`config.mk`:
```
export PLATFORM = sky130hd
export DESIGN_NAME = mulseq_ctrl
export DESIGN_NICKNAME = d
export VERILOG_FILES = /design/src/rtl/mulseq_ctrl.sv
export SDC_FILE = /design/constraint.sdc
export NUM_CORES = 1
export LEC_CHECK = 0
export BUFFER_PORTS_ARGS = -buffer_cell sky130_fd_sc_hd__buf_2
export CORE_AREA = 5 5 42 44
export DETAILED_ROUTE_END_ITERATION = 10
export DIE_AREA = 0 0 47 49
export SETUP_SLACK_MARGIN = 0.15
export SLEW_MARGIN = 20
export SYNTH_ARGS = -nofsm -noshare
export SYNTH_HDL_FRONTEND = slang
export SYNTH_SLANG_ARGS = --single-unit
```
`constraint.sdc`:
```
create_clock -name clk -period 0.9 [get_ports clk]
set_input_delay 0.09 -clock clk [delete_from_list [all_inputs] [get_ports clk]]
set_output_delay 0.09 -clock clk [all_outputs]
set_load 0.01 [all_outputs]
```
`src/rtl/mulseq_ctrl.sv`:
```
module mulseq_ctrl #(
  parameter bit ONE_HOT = 1'b0
) (
  input  logic       clk,
  input  logic       rst_n,
  input  logic       go,
  input  logic       cnt_zero,
  input  logic       mbit0,
  output logic [2:0] dec_state,
  output logic       init_o,
  output logic       load_o,
  output logic       clr_carry_o,
  output logic       shift_dec_o
);
  logic st_idle, st_add, st_shift;
  logic start, shift_loop, shift_done, idle_stay;

  assign start      = st_idle & go;
  assign idle_stay  = st_idle & ~go;
  assign shift_loop = st_shift & ~cnt_zero;
  assign shift_done = st_shift & cnt_zero;

  generate
    if (!ONE_HOT) begin : g_enc
      logic [1:0] code_q, code_d;
      assign code_d = {st_add, start | shift_loop};
      always_ff @(posedge clk or negedge rst_n)
        if (!rst_n) code_q <= 2'b00;
        else        code_q <= code_d;
      assign st_idle  = (code_q == 2'b00);
      assign st_add   = (code_q == 2'b01);
      assign st_shift = (code_q == 2'b10);
    end else begin : g_ohot
      logic [2:0] ff_q;
      logic       legal;
      assign legal = (ff_q == 3'b001) | (ff_q == 3'b010) | (ff_q == 3'b100);
      always_ff @(posedge clk or negedge rst_n)
        if (!rst_n)      ff_q <= 3'b001;
        else if (!legal) ff_q <= 3'b001;
        else             ff_q <= {st_add, start | shift_loop, idle_stay | shift_done};
      assign st_idle  = ff_q[0] & legal;
      assign st_add   = ff_q[1] & legal;
      assign st_shift = ff_q[2] & legal;
    end
  endgenerate

  assign dec_state   = {st_shift, st_add, st_idle};
  assign init_o      = start;
  assign load_o      = st_add & mbit0;
  assign clr_carry_o = start | st_shift;
  assign shift_dec_o = st_shift;
endmodule


```
# After elaboration in Yosys (flattened, before gate mapping)
# Index checks and enable logic that the tools add are counted.
# totals
regBits	2
out_inout_bits	7
word_cells	10
# classes
eq_ne	2
bitwise	6
n_reduce_logical	1
# ops
cell	n
$and 1x1->1	3
$eq 2x1->1 const B	1
$eq 2x2->1 const B	1
$logic_not 2->1	1
$or 1x1->1	2
$not 1->1	1

# Longest topological paths before layout
# Gate-level depths: netlist of the first run.
# depth
ltp_word	3
depth_mapped	2

# Worst setup path before layout of the first run
# OpenSTA, ideal clock, no wires.
# synth_timing
path_kind	flip-flop to output port
start	register g_enc.code_q[1]
end	output port dec_state[2]
t_arrival_ns	0.773
required_time_ns	0.810
path_slack_ns	0.037
stages_incl_launch_ff	3
path_buffers	1
cell_sequence	dfrtp_1 -> and2b_2 -> buf_4
# synth_between
elab_chain_len	1
# synth_lines
item	line_no	source
from (decl)	25	logic [1:0] code_q, code_d;
from (signal assigned)	29	else code_q <= code_d;
$eq 2x2->1	32	assign st_shift = (code_q == 2'b10);
to (decl)	9	output logic [2:0] dec_state,
# Every way passes these cells.

# Final worst setup path of the first run
# layout_timing
start	register g_enc.code_q[1]
end	output port load_o
# layout_between
elab_chain_len	2
# layout_lines
item	line_no	source
$eq 2x1->1	31	assign st_add = (code_q == 2'b01);
$and 1x1->1	49	assign load_o = st_add & mbit0;
to (decl)	11	output logic load_o,
# Every way passes these cells.

==> results of run 1 <==
## kinds of logic (layout without fill, tap and decap cells)
| group | Yosys count | count (layout) | share of synthesized area |
|---|---|---|---|
| compound gates | 1 | 1 | 0.03806 |
| buf+inv | 3 | 17 | 0.1714 |
| flops | 2 | 2 | 0.3810 |
| simple gates | 9 | 9 | 0.4095 |
## worst register-to-register path, delay by kind of cell (launching register included)
kind / cells / cell delay, ns
AO/OA/AOI/OAI: 1 / 0.12
flip-flops: 1 / 0.45
AND/OR/NAND/NOR: 1 / 0.16
## layout make-up
type | count | share of cell area
Tap cell | 16 | 0.06838
Multi-Input combinational cell | 10 | 0.2607
Timing Repair Buffer | 14 | 0.4145
Clock buffer | 3 | 0.07692
Sequential cell | 2 | 0.1795
## stage by stage
| stage | setup slack, ns | total power [mW] |
|---|---|---|
| floorplan | 0.05285 | 0.5548 |
| global placement | -0.03144 | 0.6031 |
| detailed placement | -0.03993 | 0.6109 |
| CTS | -0.2418 | 0.9305 |
| global route | -0.2797 | 1.219 |
| finish | -0.2370 | 1.135 |
## metal layers
metal	track usage	share of wire	vias to the layer above
met5	0	0	-
met4	0.04147	0	0
met3	0.03321	0.21	0
met2	0.04751	0.44	11
met1	0.03297	0.35	63
li1	-	-	71
## path summary, 6_finish.rpt
check,end,slack [ns],cells past startpoint
worst max-delay path,load_o,-0.24,3
worst min-delay path,g_enc.code_q[0]$_DFF_PN0_,0.14,3
worst max register to register,g_enc.code_q[0]$_DFF_PN0_,0.09,2
worst min register to register,g_enc.code_q[0]$_DFF_PN0_,0.51,1
max in group asynchronous,g_enc.code_q[1]$_DFF_PN0_,0.61,2
min in group asynchronous,g_enc.code_q[0]$_DFF_PN0_,0.18,2
## Yosys cell counts, drive strengths merged
master,instances,area [um^2]
nor2,3,11.26
and2,2,12.51
nor2b,1,8.760
nand2b,2,12.51
and2b,1,8.760
buf,3,22.52
dfrtp,2,50.05
a21oi,1,5.000
## report_power, final
group          internal (mW)  switching [mW]  leakage (nW)
clock                  0.147          0.0487        0.0138
sequential             0.145          0.0946        0.0229
combinational          0.458           0.242         0.105
total                  0.750           0.385         0.142
## what timing repair did
action,CTS,global route
endpoints found under the setup margin,8,8
setup buffers,0,2
hold buffers,1,0
resized for setup,5,7
hold endpoints to repair,2,0
pin swaps,2,2
==> impl_metrics.yaml, run 1 <==
timing:
  rsz0062_at_grt: "true"
  holdWs_ns: 0.1386
  finalCriticalPeriod_ns: 1.137
  slew_viol_final: 0
  tns_ns: -1.339
  skew_ns: 0.001514
  finalSetupViolations: 7
  report.final.hold_viol_count: 0
  worst_slack_ns: -0.2370
  max_slew_margin: 0.8937
  timing.fmax_mhz: 879.5
  tightest_slew_ns: 0.1594
  timing.final.crit_share: 1.263
route:
  ant_nets: 0
  wl_um: 380
  vias: 145
  viasPerCell: 3.222
  drc: 0
  drt_iter0_markers: 0
  wire_per_inst_um: 8.444
  drtPass1Iterations: 1
clock_tree:
  insertion_delay_ns: 0.22
  htreeDepth: 1
  clock_path_buffers: 2
  cts-root-buf: "clkbuf_4"
  cts_num_sinks: 2
  tritoncts: "yes"
  clk_pin_slew_ns: 0.03
  cts_buffers: 3
final_layout:
  multi_input_area_um2: 76.32
  layout.nets: 36
  largest_register_ffs: 2
  top_register: "g_enc.code_q"
  antennaDiodeCount: 0
  layout_commonest_cell: "buf_6"
  stdcell_area_um2: 292.8
  top_regs: "g_enc.code_q x2"
  fin_cells: 45
  drive_gt1_frac: 0.7931
  syn_to_final_growth_pct: 122.9
  final_cell_mix: "buf_6 (7), buf_2 (5), clkbuf_4 (3)"
  seq_area_um2: 52.55
  fillerInstances: 164
  post-route-util: 0.2089
synthesis:
  yosysUniqueCellTypes: 8
  ys_seq_elements: 2
  syn_area_um2: 131.4
  ys_warn_count: 0
  synth_area_per_cell_um2: 8.758
  synth_cells: 15
  syn-num-nets: 20
  ys_seq_area_frac: 0.3810
placement:
  dp_hpwl_um: 272.9
  dp.cells: 39
  place_congestion: 0.5753
  port_buffers: 11
  place_area_um2: 188.9
global_routing:
  grt_max_degree: 7
  grt_pass1_vias: 152
  grt_pass1_wl_um: 531
  antenna_found_initial: 0
  grt_overflow: 0
  track_usage: 0.03803
setup_path:
  critical_path_buf_inv_count: 1
  r2r-start: "g_enc.code_q[1]$_DFF_PN0_"
  worstPathMaxFanout: 6
  path_cells: "nor2b_4 -> and2_4 -> buf_6"
  end_kind: "output port"
  max_stage_delay_ns: 0.45
  slowest_stage: "dfrtp_2"
  path_class: "register to output port"
  cp_data_required_time_ns: 0.81
  worstSetupStartpointType: "register"
  critPathLaunch: "g_enc.code_q[1]$_DFF_PN0_"
  arrival_ns: 1.05
  critical_path.top_delay_family: "flip-flops"
floorplanning:
  die-area_um2: 2303
  coreArea_um2: 1401
  rows: 14
  die_x_um: 47
  initial_core_util: 0.09375
  die_height_um: 49
  io-pin-count: 12
worst_hold_path:
  hold_class: "input port to register"
  worstHoldStart: "cnt_zero"
pwr:
  p_leak_nw: 0.1421
  peakVddDrop_uv: 1208
  power_density_nw_per_um2: 3878
flow_run:
  maxCapViolations: 0
status:
  outcome: "finished, violations left"
  violations: "setup timing"
Note: power is estimated with default switching activity, not from simulation.
==> run 2: changes to the inputs <==
CTS_CLUSTER_DIAMETER = 60   (was not set)
SETUP_SLACK_MARGIN = 0.3   (was 0.15)
==> impl_metrics.yaml, run 2 (synthesized netlist as in run 1, its figures left out) <==
status:
  outcome: "finished, violations left"
  violations: "setup timing"
setup_path:
  end_kind: "output port"
  slowest_stage: "dfrtp_2"
  critical_path.top_delay_family: "flip-flops"
  path_class: "register to output port"
  path_cells: "nor2b_4 -> and2_4 -> buf_6"
  worstSetupStartpointType: "register"
  max_stage_delay_ns: 0.45
  arrival_ns: 1.05
  worstPathMaxFanout: 6
  cp_data_required_time_ns: 0.81
  critical_path_buf_inv_count: 1
final_layout:
  fin_cells: 45
  stdcell_area_um2: 277.8
  final_cell_mix: "buf_2 (7), buf_6 (4), clkbuf_4 (3)"
  top_regs: "g_enc.code_q x2"
  syn_to_final_growth_pct: 111.4
  largest_register_ffs: 2
  layout.nets: 36
  layout_commonest_cell: "buf_2"
  top_register: "g_enc.code_q"
  seq_area_um2: 52.55
  drive_gt1_frac: 0.8621
  multi_input_area_um2: 77.57
  fillerInstances: 161
  antennaDiodeCount: 0
route:
  drt_iter0_markers: 2
  ant_nets: 0
  viasPerCell: 3.156
  wl_um: 360
  drtPass1Iterations: 2
  wire_per_inst_um: 8.000
  drc: 0
  vias: 142
floorplanning:
  rows: 14
  initial_core_util: 0.09375
  die_height_um: 49
  die_x_um: 47
  io-pin-count: 12
  die-area_um2: 2303
  coreArea_um2: 1401
clock_tree:
  clock_path_buffers: 2
  insertion_delay_ns: 0.22
  htreeDepth: 1
  cts_buffers: 3
  clk_pin_slew_ns: 0.03
  tritoncts: "yes"
  cts-root-buf: "clkbuf_4"
  cts_num_sinks: 2
pwr:
  power_mw: 1.053
  p_leak_nw: 0.1366
  peakVddDrop_uv: 1010
  power_density_nw_per_um2: 3790
timing:
  report.final.hold_viol_count: 0
  slew_viol_final: 0
  timing.final.crit_share: 1.264
  worst_slack_ns: -0.2378
  max_slew_margin: 0.9004
  tightest_slew_ns: 0.1495
  finalSetupViolations: 7
  rsz0062_at_grt: "true"
  finalCriticalPeriod_ns: 1.138
  timing.fmax_mhz: 878.9
  skew_ns: 0.0004665
placement:
  place_area_um2: 198.9
  port_buffers: 11
  place_congestion: 0.5971
  dp.cells: 40
worst_hold_path:
  hold_class: "input port to register"
global_routing:
  grt_max_degree: 7
  antenna_found_initial: 0
  grt_overflow: 0
  grt_pass1_wl_um: 531
  track_usage: 0.03592
  grt_pass1_vias: 141
flow_run:
  maxCapViolations: 0
-- run 2: cell counts in the layout (fill, tap and decap cells not counted) --
No cell type changed its count.
-- run 2: per-layer routing --
layer / GRT usage / vias up / routed length, um
met5: 0 / - / 0
met4: 0.05530 / 0 / 0
met3: 0.01107 / 0 / 74
met2: 0.03846 / 12 / 143
met1: 0.04176 / 59 / 142
li1: - / 71 / -
-- run 2: final timing paths --
kind                                           start                         to  slack (ns)  cells after the start
max                        g_enc.code_q[1]$_DFF_PN0_                     load_o       -0.24                      3
min                                         cnt_zero  g_enc.code_q[0]$_DFF_PN0_        0.13                      3
max reg2reg                g_enc.code_q[1]$_DFF_PN0_  g_enc.code_q[0]$_DFF_PN0_        0.09                      2
min reg2reg                g_enc.code_q[0]$_DFF_PN0_  g_enc.code_q[0]$_DFF_PN0_        0.48                      1
max in group asynchronous                      rst_n  g_enc.code_q[0]$_DFF_PN0_        0.62                      2
min in group asynchronous                      rst_n  g_enc.code_q[1]$_DFF_PN0_        0.18                      2
-- run 2: cell type report --
cell class                      instances  area share
Sequential cell                         2      0.1892
Multi-Input combinational cell         10      0.2793
Timing Repair Buffer                   14      0.3784
Tap cell                               16     0.07207
Clock buffer                            3     0.08108
-- run 2: tightest hold or removal path: cells and delay by family --
family,cells,cell delay [ns]
AND/OR/NAND/NOR,1,0.10
buffers and inverters,1,0.07
AO/OA/AOI/OAI,1,0.05
-- run 2: timing repair --
| action | CTS | global route |
|---|---|---|
| buffers inserted | 0 | 1 |
| gates resized for setup | 5 | 4 |
| endpoints found under the hold margin | 2 | 0 |
| hold buffers | 1 | 0 |
| pin swaps | 0 | 1 |
| setup endpoints to repair | 9 | 9 |
-- run 2: per-stage QoR --
step	TNS [ns]	hold WS, ns	setup WS [ns]	util
2_1_floorplan	0	-0.2056	0.05328	-
6_report	-1.359	0.1327	-0.2378	0.1982
5_1_grt	-1.663	0.1436	-0.2806	0.1982
3_5_place_dp	-0.06098	-0.1232	-0.05390	0.1420
4_1_cts	-1.419	0.1221	-0.2569	0.1830
3_3_place_gp	-0.03402	-0.1233	-0.03402	0.1420
-- run 2: power by group --
part | leakage [nW] | switching, mW | internal (mW) | total, mW
clock network | 0.0138 | 0.0521 | 0.147 | 0.199
registers | 0.0229 | 0.0862 | 0.145 | 0.231
logic | 0.0998 | 0.236 | 0.387 | 0.622
total | 0.137 | 0.374 | 0.679 | 1.05
